--- config.mk ---
export PLATFORM = sky130hd
export DESIGN_NAME = lrsc_resv_unit
export DESIGN_NICKNAME = d
export VERILOG_FILES = /design/src/rtl/lrsc_pkg.sv /design/src/rtl/lrsc_align_chk.sv /design/src/rtl/lrsc_resv_reg.sv /design/src/rtl/lrsc_sc_ctrl.sv /design/src/rtl/lrsc_resv_unit.sv
export SDC_FILE = /design/constraint.sdc
export NUM_CORES = 1
export LEC_CHECK = 0
export ABC_AREA = 1
export CAP_MARGIN = 20
export CORE_ASPECT_RATIO = 1.4
export CORE_MARGIN = 4
export CORE_UTILIZATION = 39
export DETAILED_ROUTE_END_ITERATION = 8
export PLACE_DENSITY = 0.77
export SLEW_MARGIN = 25
export SYNTH_ARGS = -nofsm -noshare
export SYNTH_HDL_FRONTEND = slang
export SYNTH_SLANG_ARGS = --single-unit
--- constraint.sdc ---
create_clock -name clk -period 2.1 [get_ports clk]
set_clock_uncertainty 0.15 [all_clocks]
set_input_delay 0.21 -clock clk [delete_from_list [all_inputs] [get_ports clk]]
set_output_delay 0.21 -clock clk [all_outputs]
set_load 0.1 [all_outputs]
--- src/rtl/lrsc_pkg.sv ---
package lrsc_pkg;
   typedef enum logic [1:0] {
      SZ_BYTE  = 2'd0,
      SZ_HALF  = 2'd1,
      SZ_WORD  = 2'd2,
      SZ_DWORD = 2'd3
   } sc_size_e;

   typedef enum logic [1:0] {
      ST_IDLE = 2'd0,
      ST_REQ  = 2'd1,
      ST_RSP  = 2'd2
   } sc_state_e;

   localparam int EXC_W = 5;
   localparam logic [EXC_W-1:0] EXC_ILLEGAL  = 5'd2;
   localparam logic [EXC_W-1:0] EXC_MISALIGN = 5'd6;
   localparam logic [EXC_W-1:0] EXC_ACCESS   = 5'd7;
   localparam logic [EXC_W-1:0] EXC_XLATE    = 5'd15;
endpackage

--- src/rtl/lrsc_align_chk.sv ---
module lrsc_align_chk
   import lrsc_pkg::*;
#(
   parameter int XLEN = 64
) (
   input  logic [2:0] addr_lo_i,
   input  logic [1:0] width_i,
   output logic       aligned_o,
   output logic       legal_o
);
   sc_size_e size;
   assign size = sc_size_e'(width_i);

   always_comb begin
      case (size)
         SZ_BYTE:  aligned_o = 1'b1;
         SZ_HALF:  aligned_o = (addr_lo_i[0] == 1'b0);
         SZ_WORD:  aligned_o = (addr_lo_i[1:0] == 2'b00);
         default:  aligned_o = (addr_lo_i == 3'b000);
      endcase
   end

   generate
      if (XLEN == 64) begin : g_dw_legal
         assign legal_o = (size == SZ_WORD) || (size == SZ_DWORD);
      end else begin : g_w_only
         assign legal_o = (size == SZ_WORD);
      end
   endgenerate
endmodule

--- src/rtl/lrsc_resv_reg.sv ---
module lrsc_resv_reg #(
   parameter int AW = 64
) (
   input  logic          clk,
   input  logic          rst_n,
   input  logic          set_i,
   input  logic [AW-1:0] set_addr_i,
   input  logic          clr_i,
   input  logic [AW-1:0] cmp_addr_i,
   output logic          hit_o
);
   logic          live_q;
   logic [AW-1:0] addr_q;

   always_ff @(posedge clk) begin
      if (!rst_n) begin
         live_q <= 1'b0;
         addr_q <= '0;
      end else if (set_i) begin
         live_q <= 1'b1;
         addr_q <= set_addr_i;
      end else if (clr_i) begin
         live_q <= 1'b0;
      end
   end

   assign hit_o = live_q && (addr_q == cmp_addr_i);
endmodule

--- src/rtl/lrsc_sc_ctrl.sv ---
module lrsc_sc_ctrl
   import lrsc_pkg::*;
#(
   parameter int XLEN = 64
) (
   input  logic             clk,
   input  logic             rst_n,
   input  logic             sc_valid,
   input  logic [XLEN-1:0]  sc_addr,
   input  logic             sc_dword,
   input  logic [XLEN-1:0]  sc_data,
   input  logic             sc_xlate_fault,
   input  logic             aligned_i,
   input  logic             legal_i,
   input  logic             hit_i,
   output logic             sc_ready,
   output logic             mem_req_valid,
   input  logic             mem_req_ready,
   output logic [XLEN-1:0]  mem_req_addr,
   output logic             mem_req_dword,
   output logic [XLEN-1:0]  mem_req_data,
   input  logic             mem_rsp_valid,
   input  logic             mem_rsp_ok,
   input  logic             mem_rsp_fail,
   input  logic             mem_rsp_err,
   output logic             resv_clr_o,
   output logic             done,
   output logic             rd_we,
   output logic [XLEN-1:0]  rd_value,
   output logic             exc_valid,
   output logic [EXC_W-1:0] exc_code
);
   localparam int HALF = XLEN / 2;

   sc_state_e        st_q;
   logic [XLEN-1:0]  addr_q, data_q, shaped;
   logic             dw_q;
   logic             accept, rsp_take;

   generate
      if (XLEN == 64) begin : g_shape64
         assign shaped = sc_dword ? sc_data : {{HALF{1'b0}}, sc_data[HALF-1:0]};
      end else begin : g_shape32
         assign shaped = sc_data;
      end
   endgenerate

   assign accept     = (st_q == ST_IDLE) && sc_valid;
   assign rsp_take   = (st_q == ST_RSP) && mem_rsp_valid;
   assign resv_clr_o = rsp_take && !mem_rsp_err;

   always_ff @(posedge clk) begin
      if (!rst_n) begin
         st_q      <= ST_IDLE;
         addr_q    <= '0;
         data_q    <= '0;
         dw_q      <= 1'b0;
         done      <= 1'b0;
         rd_we     <= 1'b0;
         rd_value  <= '0;
         exc_valid <= 1'b0;
         exc_code  <= '0;
      end else begin
         done      <= 1'b0;
         rd_we     <= 1'b0;
         exc_valid <= 1'b0;
         case (st_q)
            ST_IDLE: if (accept) begin
               if (!aligned_i) begin
                  done <= 1'b1; exc_valid <= 1'b1; exc_code <= EXC_MISALIGN;
               end else if (!hit_i) begin
                  done <= 1'b1; rd_we <= 1'b1; rd_value <= XLEN'(1);
               end else if (!legal_i) begin
                  done <= 1'b1; exc_valid <= 1'b1; exc_code <= EXC_ILLEGAL;
               end else if (sc_xlate_fault) begin
                  done <= 1'b1; exc_valid <= 1'b1; exc_code <= EXC_XLATE;
               end else begin
                  st_q   <= ST_REQ;
                  addr_q <= sc_addr;
                  data_q <= shaped;
                  dw_q   <= sc_dword;
               end
            end
            ST_REQ: if (mem_req_ready) st_q <= ST_RSP;
            ST_RSP: if (rsp_take) begin
               st_q <= ST_IDLE;
               done <= 1'b1;
               if (mem_rsp_err) begin
                  exc_valid <= 1'b1; exc_code <= EXC_ACCESS;
               end else begin
                  rd_we    <= 1'b1;
                  rd_value <= (mem_rsp_ok && !mem_rsp_fail) ? '0 : XLEN'(1);
               end
            end
            default: st_q <= ST_IDLE;
         endcase
      end
   end

   assign sc_ready      = (st_q == ST_IDLE);
   assign mem_req_valid = (st_q == ST_REQ);
   assign mem_req_addr  = addr_q;
   assign mem_req_dword = dw_q;
   assign mem_req_data  = data_q;
endmodule

--- src/rtl/lrsc_resv_unit.sv ---
module lrsc_resv_unit
   import lrsc_pkg::*;
#(
   parameter int XLEN = 64
) (
   input  logic             clk,
   input  logic             rst_n,
   input  logic             lr_valid,
   input  logic [XLEN-1:0]  lr_addr,
   input  logic             lr_cancel,
   input  logic             sc_valid,
   output logic             sc_ready,
   input  logic [XLEN-1:0]  sc_addr,
   input  logic [1:0]       sc_width,
   input  logic [XLEN-1:0]  sc_data,
   input  logic             sc_xlate_fault,
   output logic             mem_req_valid,
   input  logic             mem_req_ready,
   output logic [XLEN-1:0]  mem_req_addr,
   output logic             mem_req_dword,
   output logic [XLEN-1:0]  mem_req_data,
   input  logic             mem_rsp_valid,
   input  logic             mem_rsp_ok,
   input  logic             mem_rsp_fail,
   input  logic             mem_rsp_err,
   output logic             done,
   output logic             rd_we,
   output logic [XLEN-1:0]  rd_value,
   output logic             exc_valid,
   output logic [EXC_W-1:0] exc_code
);
   generate
      if (XLEN != 32 && XLEN != 64) begin : g_bad_xlen
         $error("lrsc_resv_unit: XLEN must be 32 or 64");
      end
   endgenerate

   logic aligned, legal, hit, ctrl_clr;

   lrsc_align_chk #(.XLEN(XLEN)) u_align (
      .addr_lo_i (sc_addr[2:0]),
      .width_i   (sc_width),
      .aligned_o (aligned),
      .legal_o   (legal)
   );

   lrsc_resv_reg #(.AW(XLEN)) u_resv (
      .clk        (clk),
      .rst_n      (rst_n),
      .set_i      (lr_valid),
      .set_addr_i (lr_addr),
      .clr_i      (lr_cancel || ctrl_clr),
      .cmp_addr_i (sc_addr),
      .hit_o      (hit)
   );

   lrsc_sc_ctrl #(.XLEN(XLEN)) u_ctrl (
      .clk            (clk),
      .rst_n          (rst_n),
      .sc_valid       (sc_valid),
      .sc_addr        (sc_addr),
      .sc_dword       (sc_width == 2'(SZ_DWORD)),
      .sc_data        (sc_data),
      .sc_xlate_fault (sc_xlate_fault),
      .aligned_i      (aligned),
      .legal_i        (legal),
      .hit_i          (hit),
      .sc_ready       (sc_ready),
      .mem_req_valid  (mem_req_valid),
      .mem_req_ready  (mem_req_ready),
      .mem_req_addr   (mem_req_addr),
      .mem_req_dword  (mem_req_dword),
      .mem_req_data   (mem_req_data),
      .mem_rsp_valid  (mem_rsp_valid),
      .mem_rsp_ok     (mem_rsp_ok),
      .mem_rsp_fail   (mem_rsp_fail),
      .mem_rsp_err    (mem_rsp_err),
      .resv_clr_o     (ctrl_clr),
      .done           (done),
      .rd_we          (rd_we),
      .rd_value       (rd_value),
      .exc_valid      (exc_valid),
      .exc_code       (exc_code)
   );
endmodule

# --- Yosys cells after proc, flatten, opt, wreduce, memory -nomap -nowiden ---
# Index checks and enable logic that the tools add are counted.
classes:
  bitwise: 2
  reduce_logical: 19
  muxes: 46
  n_eq_ne: 18
ops:
  columns: ["cell", "n"]
  rows:
  - ["$mux 64", 6]
  - ["$pmux 64 s2", 1]
  - ["$eq 64x64->1", 1]
  - ["$mux 5", 7]
  - ["$mux 1", 19]
  - ["$reduce_and 6->1", 3]
  - ["$mux 2", 7]
  - ["$ne 2x1->1 const B", 6]
  - ["$pmux 5 s2", 1]
  - ["$ne 2x2->1 const B", 4]
  - ["$reduce_and 7->1", 1]
  - ["$eq 2x2->1 const B", 3]
  - ["$logic_not 2->1", 3]
  - ["$pmux 1 s2", 3]
  - ["$pmux 2 s3", 1]
  - ["$logic_and 1x1->1", 5]
  - ["$eq 2x1->1 const B", 2]
  - ["$ne 4x4->1 const B", 1]
  - ["$reduce_bool 2->1", 2]
  - ["$logic_not 3->1", 1]
  - ["$ne 3x3->1 const B", 1]
  - ["$pmux 1 s3", 1]
  - ["$logic_not 1->1", 2]
  - ["$logic_or 1x1->1", 2]
  - ["$not 1->1", 2]
word_totals:
  output_inout_bits: 203
  elab_cells: 96
  regBits: 268

# --- Logic depth before layout (Yosys ltp) ---
# Gate-level depths: netlist of the first run.
depth:
  depth_word: 7
  mapped_depth: 16
  mapped_depth_nobuf: 14

# --- Hierarchy ---
# From an unflattened synthesis of the first run, not the netlist that was laid out.
hier_totals:
  hier_cells: 1296
  area_unflattened_um2: 9098.7
by_module_without_submodules:
  columns: ["module", "cells_each", "seq_area_each_um2", "n_inst", "area_per_inst_um2"]
  rows:
  - ["lrsc_sc_ctrl", 774, 2782.7, 1, 5750.5]
  - ["lrsc_resv_reg", 509, 1301.2, 1, 3299.4]
  - ["lrsc_align_chk", 8, 0.0, 1, 30.0]
  - ["lrsc_resv_unit", 5, 0.0, 1, 18.8]

# --- Worst setup path after synthesis of the first run ---
# No wires, ideal clock.
synth_path:
  path_type: "reg2reg"
  startpoint: "reg u_ctrl.st_q[1]"
  endpoint: "reg u_ctrl.data_q[40] (netlist: u_ctrl.mem_req_data[40])"
  path_buffers: 2
  path_stages_with_launch: 9
  setup_ps: 132
  arrival_time_ps: 2905
  setup_slack_ps: -1087
  cell_sequence: "dfxtp_1 > nor2_1 > nand2_1 > nor3_2 > nand2_2 > buf_6 > clkbuf_1 > nand2_1 > a21oi_1"
synth_via:
  elab_chain_len: 3
synth_rtl:
  columns: ["element", "line", "rtl"]
  rows:
  - ["start, declared", "lrsc_sc_ctrl.sv:35", "sc_state_e st_q;"]
  - ["start signal, assigned", "lrsc_sc_ctrl.sv:54", "st_q <= ST_IDLE;"]
  - ["start signal, assigned", "lrsc_sc_ctrl.sv:78", "st_q <= ST_REQ;"]
  - ["start signal, assigned", "lrsc_sc_ctrl.sv:84", "ST_REQ: if (mem_req_ready) st_q <= ST_RSP;"]
  - ["$logic_not 2->1 *", null, null]
  - ["net sc_ready", "lrsc_resv_unit.sv:12", "output logic sc_ready,"]
  - ["$logic_and 1x1->1", "lrsc_sc_ctrl.sv:48", "assign accept = (st_q == ST_IDLE) && sc_valid;"]
  - ["$reduce_and 6->1 (no line) *", null, null]
  - ["end signal, assigned", "lrsc_sc_ctrl.sv:80", "data_q <= shaped;"]
  - ["end, declared", "lrsc_sc_ctrl.sv:36", "logic [XLEN-1:0] addr_q, data_q, shaped;"]
# Mark *: on every way through the listed nets, which the timed path passes. The rest lies on a longest branch.
# A chain may end at the register's enable or synchronous reset.

# --- Worst setup path in the final report of the first run ---
layout_path:
  startpoint: "reg u_resv.addr_q[48]"
  endpoint: "reg u_ctrl.data_q[29] (netlist: u_ctrl.mem_req_data[29])"
layout_via:
  elab_chain_len: 3
layout_rtl:
  columns: ["element", "line", "rtl"]
  rows:
  - ["start, declared", "lrsc_resv_reg.sv:13", "logic [AW-1:0] addr_q;"]
  - ["start signal, assigned", "lrsc_resv_reg.sv:21", "addr_q <= set_addr_i;"]
  - ["$eq 64x64->1", "lrsc_resv_reg.sv:27", "assign hit_o = live_q && (addr_q == cmp_addr_i);"]
  - ["$logic_and 1x1->1", "lrsc_resv_reg.sv:27", null]
  - ["$reduce_and 6->1 (no line)", null, null]
# No other way between the ends.

==> flow_metrics.env, run 1 <==
export IMPL_syn2layout_area_growth_pct=56.2
export IMPL_max_freq_mhz=439
export IMPL_min_from="sc_data[3]"
export IMPL_final_period_utilization_pct=108
export IMPL_clock_sinks=204
export IMPL_r2r_slack_ps=-180
export IMPL_rsz0062_at_grt="yes"
export IMPL_crit_type="flop to flop"
export IMPL_fin_nets=2208
export IMPL_dr_pass1_iters=5
export IMPL_r2r_start="u_resv.addr_q[48]"
export IMPL_syn_avg_cell_area_um2=6.31
export IMPL_mostFrequentLayoutCells="nand2_1, nor2_1, buf_4"
export IMPL_routed_via_density=4.70
export IMPL_required_ps=2360
export IMPL_clk_latency_ps=510
export IMPL_cts_tree="yes"
export IMPL_drv_cap=0
export IMPL_final_antenna_net_count=0
export IMPL_holdPathStages=3
export IMPL_arrival_ps=2540
export IMPL_remaining_drc_errors=0
export IMPL_dieArea_um2=28000
export IMPL_r2r_end="u_ctrl.mem_req_data[29]"
export IMPL_grt_max_degree=72
export IMPL_min_to="u_ctrl.mem_req_data[3]"
export IMPL_ys_ff_latch=204
export IMPL_p_per_area_nw_per_um2=670
export IMPL_synth_top_area_cell="dfxtp_1"
export IMPL_grt_pass1_wl_um=53700
export IMPL_fin_util_pct=62.1
export IMPL_clk_pin_slew_ps=70
export IMPL_core_area_um2=24800
export IMPL_antenna_found_initial=1
export IMPL_port_buffers=343
export IMPL_wire_per_inst_um=15.9
export IMPL_power_uw=10300
export IMPL_die_h_um=196
export IMPL_vias=11000
export IMPL_status="finished, violations left"
export IMPL_finalSetupViolations=128
export IMPL_violations="setup timing"
export IMPL_dieWidth_um=142
export IMPL_seq_area_frac_synth_pct=41.4
export IMPL_hold_viol_final=0
export IMPL_crit_path_max_fanout=7
export IMPL_reg2reg_depth=16
export IMPL_synthTopCellsByArea="dfxtp_1, nand2_1, nor2_1"
export IMPL_layout_min_cycle_time_ps=2280
export IMPL_initial_core_util_pct=39.7
export IMPL_wirelength_um=37100
export IMPL_cp_end_kind="flop"
export IMPL_ys_types=26
export IMPL_grt_pass1_vias=10300
export IMPL_synth_top_area_share_pct=41.4
export IMPL_grt_use_total_pct=24.1
export IMPL_grt_remaining_overflow=0
export IMPL_clock_root_buffer="clkbuf_16"
export IMPL_worst_slack_ps=-177
export IMPL_final_common_cell="nand2_1"
export IMPL_num_rows=68
export IMPL_ir_drop_v=0.000653
export IMPL_critPathLaunchType="flop"
export IMPL_synth_warnings=0
export IMPL_final_layout_size_suffix_gt1_share_pct=21.9
export IMPL_h_tree_depth=1
export IMPL_p_leak_uw=0.00779
export IMPL_netlist_area_um2=9870
export IMPL_cts_buffer_depth=3
export IMPL_ioPinCount=408
export IMPL_synthCells=1565
export IMPL_drv_slew=0
export IMPL_dp_hpwl_um=26600
export IMPL_numCtsBuffers=22
export IMPL_gp_congestion=0.900
export IMPL_hold_class="input pin to flop"
export IMPL_drtIter0Drc=607
cell families after synthesis:
family | after synthesis | share of synthesized area [%]
and+or+nand+nor | 816 | 32.7
other | 1 | 0.0380
xor gates and xnor gates | 6 | 0.532
buffers and inverters | 366 | 16.6
AOI/OAI and AO/OA | 172 | 8.81
DFF | 204 | 41.4
registers in the layout, indices dropped and copies added (netlist names):
register / cells
u_resv.addr_q: 64
u_ctrl.rd_value: 1
u_ctrl.mem_req_data: 64
u_ctrl.mem_req_addr: 64
u_ctrl.mem_req_dword: 1
u_resv.live_q: 1
u_ctrl.exc_code: 4
u_ctrl.st_q: 2
u_ctrl.done: 1
u_ctrl.rd_we: 1
u_ctrl.exc_valid: 1
layout make-up:
class	count	area, um2
inverters	234	880
repair buffers	483	4510
fillers	2204	9420
flip-flops and latches	204	4100
clock inverters	9	129
diodes	1	2.50
well taps	315	394
multi-input cells	1058	4740
clock buffers	31	666
Yosys cell counts, drive strengths merged:
| library cell | n |
|---|---|
| inv | 234 |
| dfxtp | 204 |
| nand3b | 2 |
| nand2 | 462 |
| clkbuf | 50 |
| nand4 | 45 |
| or3 | 1 |
| a21oi | 100 |
| a31oi | 2 |
| nor2 | 288 |
| nand3 | 13 |
| or2 | 2 |
| o21ai | 67 |
| xor2 | 5 |
| xnor2 | 1 |
| conb | 1 |
| o22ai | 2 |
| o221ai | 1 |
| nor3 | 3 |
| buf | 82 |
what timing repair did:
item	4_1_cts	5_1_grt
resized for setup	59	104
endpoints found under the hold margin	29	0
hold buffers	1	0
buffers inserted	20	9
endpoints found under the setup margin	132	138
pin swaps	15	36
cloned	4	5
stage by stage:
step | std cells | TNS (ps) | setup slack [ps] | hold slack (ps) | instance area (um2)
floorplan | 1628 | -587 | -6.66 | 195 | 10100
global placement | 2262 | -101030 | -833 | 290 | 13800
detailed placement | 2262 | -100970 | -825 | 302 | 13800
CTS | 2325 | -15250 | -173 | 101 | 15000
global route | 2335 | -26540 | -290 | 114 | 15400
finish | 2335 | -11500 | -177 | 126 | 15400
worst max-delay path: stages (launching register included):
cell and delay, ps:
dfxtp_2 330, inv_2 40, nand2_2 80, nand2_1 60
nor2_1 140, nand2_1 120, nor2_1 140, nand2_2 80
nor2_4 110, nand2_2 80, nor2_4 170, nand2_8 90
buf_12 150, buf_12 130, clkbuf_16 140, nor2_1 100
nor2_1 60
worst max-delay path by stage:
stage,start,end,slack [ps],cells after the start
after detailed placement,sc_addr[1],u_ctrl.mem_req_addr[56],-830,15
after global placement,sc_addr[1],u_ctrl.mem_req_addr[56],-830,15
final,u_resv.addr_q[48],u_ctrl.mem_req_data[29],-180,16
after floorplan,u_ctrl.st_q[0],u_ctrl.mem_req_addr[10],-7,8
after CTS,u_resv.addr_q[21],u_ctrl.mem_req_addr[46],-170,16
after global routing,u_resv.addr_q[48],u_ctrl.mem_req_data[29],-290,16
routing by layer:
layer / wire, um / part of all wire (%) / track usage [%]
met1: 13900 / 37 / 27.1
met4: 1460 / 3.9 / 9.23
met5: 0 / 0 / 0
met2: 19300 / 52 / 44.9
met3: 2470 / 6.7 / 3.80
report_power, final:
group | switching, uW | total, uW | internal [uW]
clock network | 1690 | 4280 | 2580
logic | 1300 | 2020 | 721
registers | 58.3 | 4040 | 3980
total | 3050 | 10300 | 7280
Note: power is estimated with default switching activity, not from simulation.
==> run 2, diff against run 1 <==
- CORE_UTILIZATION: 39 -> 25
- PLACE_DENSITY: 0.77 -> default
- clock period: 2.1 -> 2.6 ns (I/O delays scaled with it)
==> flow_metrics.env, run 2 (synthesized netlist as in run 1, its figures left out) <==
export IMPL_post_cts_resized=0
export IMPL_dp_cells=2407
export IMPL_finalSetupViolations=0
export IMPL_grt_pass1_wl_um=54700
export IMPL_grt_use_total_pct=16.3
export IMPL_cp_end_kind="flop"
export IMPL_drv_cap=0
export IMPL_tns_ps=0
export IMPL_numCtsBuffers=24
export IMPL_wl_met2_um=19100
export IMPL_mostFrequentLayoutCells="nand2_1, nor2_1, inv_1"
export IMPL_wire_per_inst_um=15.1
export IMPL_hold_buffers=1
export IMPL_wl_met1_um=14200
export IMPL_gp_congestion=0.833
export IMPL_post_place_ws_ps=-252
export IMPL_die_h_um=243
export IMPL_fin_nets=2117
export IMPL_postPlaceCellArea_um2=13600
export IMPL_clock_sinks=204
export IMPL_rsz0062_at_grt="no"
export IMPL_hold_viol_final=0
export IMPL_num_rows=85
export IMPL_crit_type="input pin to flop"
export IMPL_clk_latency_ps=530
export IMPL_worst_slack_ps=340
export IMPL_syn2layout_area_growth_pct=46.0
export IMPL_fillCellCount=4135
export IMPL_hold_class="input pin to flop"
export IMPL_dieArea_um2=42800
export IMPL_dr_wl_met3_um=2440
export IMPL_cts_tree="yes"
export IMPL_remaining_drc_errors=0
export IMPL_crit_chain="clkdlybuf4s50_1 > inv_1 > nand2_1 > nand2_1 > nor2_1 > nand2_1 > nor2_1 > nand2_1 > nor2_1 > nand2_1 > nor2_4 > nand2_8 > buf_12 > nand2_1 > nand2_1 > nor2_1"
export IMPL_vias=10300
export IMPL_critPathLaunchType="input pin"
export IMPL_grt_max_degree=97
export IMPL_required_ps=2910
export IMPL_fin_util_pct=37.2
export IMPL_top_layer="met5"
export IMPL_multi_input_area_um2=4420
export IMPL_h_tree_depth=1
export IMPL_grt_remaining_overflow=0
export IMPL_final_common_cell="nand2_1"
export IMPL_ir_drop_v=0.000379
export IMPL_port_buffers=343
export IMPL_final_antenna_net_count=0
export IMPL_reg2reg_depth=13
export IMPL_cts_buffer_depth=3
export IMPL_wirelength_um=37200
export IMPL_design_area_um2=14400
export IMPL_dp_hpwl_um=28900
export IMPL_max_freq_mhz=443
export IMPL_clock_root_buffer="clkbuf_16"
export IMPL_ioPinCount=408
export IMPL_fin_cells=2456
export IMPL_final_layout_size_suffix_gt1_share_pct=12.1
export IMPL_dr_pass1_iters=5
export IMPL_crit_top_cell="nand2_1"
export IMPL_clk_pin_slew_ps=60
export IMPL_holdPathStages=3
export IMPL_crit_slowest_cell="clkdlybuf4s50_1"
export IMPL_p_per_area_nw_per_um2=581
export IMPL_drtIter0Drc=626
export IMPL_initial_core_util_pct=25.5
export IMPL_crit_path_max_fanout=70
export IMPL_core_area_um2=38700
export IMPL_seq_area_um2=4080
export IMPL_routed_via_density=4.19
export IMPL_layout_min_cycle_time_ps=2260
export IMPL_p_leak_uw=0.00726
export IMPL_slowest_delay_ps=560
export IMPL_status="completed"
export IMPL_antenna_found_initial=5
export IMPL_postCtsSetupBuffers=0
export IMPL_drv_slew=0
export IMPL_arrival_ps=2570
export IMPL_dieWidth_um=176
export IMPL_final_period_utilization_pct=86.9
export IMPL_grt_pass1_vias=9649
==> run 2: cell count changes in the layout (fill, tap and decap cells not counted), moves of 16 or more <==
cell     before  now
nor2_1      256  286
buf_4       243  178
dfxtp_2      16    0
nand2_1     407  461
nor2_2       24    0
dfxtp_1     188  204
nand2_2      51    0
==> run 2: cell type report <==
class | count | area share [%]
well taps | 522 | 4.53
inverters | 234 | 6.10
clock buffers | 33 | 4.89
multi-input cells | 1058 | 30.6
repair buffers | 390 | 24.5
clock inverters | 11 | 0.972
diodes | 4 | 0.0694
flip-flops and latches | 204 | 28.3
==> run 2: worst max-delay path, delay by kind of cell <==
family	cells	cell delay, ps
buf+inv	3	840
simple gates	13	1420
==> run 2: per-layer routing <==
metal  vias up  GRT usage, %
li1       5298             -
met1      4568          18.2
met2       347          30.2
met3        69          3.21
met4         2          6.61
met5         -             0
==> run 2: worst paths after layout <==
path	to	slack, ps	start
worst max-delay path	u_ctrl.mem_req_addr[26]	340	sc_addr[1]
worst min-delay path	u_ctrl.mem_req_data[6]	160	sc_data[6]
worst max register to register	u_ctrl.mem_req_addr[26]	340	u_resv.addr_q[46]
worst min register to register	u_ctrl.mem_req_addr[0]	310	u_ctrl.mem_req_addr[0]
==> run 2: stage by stage <==
stage               hold slack (ps)  total power (uW)
finish                          162              8370
global placement                293              4800
detailed placement              305              4810
floorplan                       245              4300
global route                    142              8740
CTS                             133              8500
==> run 2: report_power, final <==
group,internal [uW],leakage [uW],switching (uW)
Clock,2200,0.000418,1430
Combinational,480,0.00518,1010
Sequential,3210,0.00166,42.8
Total,5890,0.00726,2480
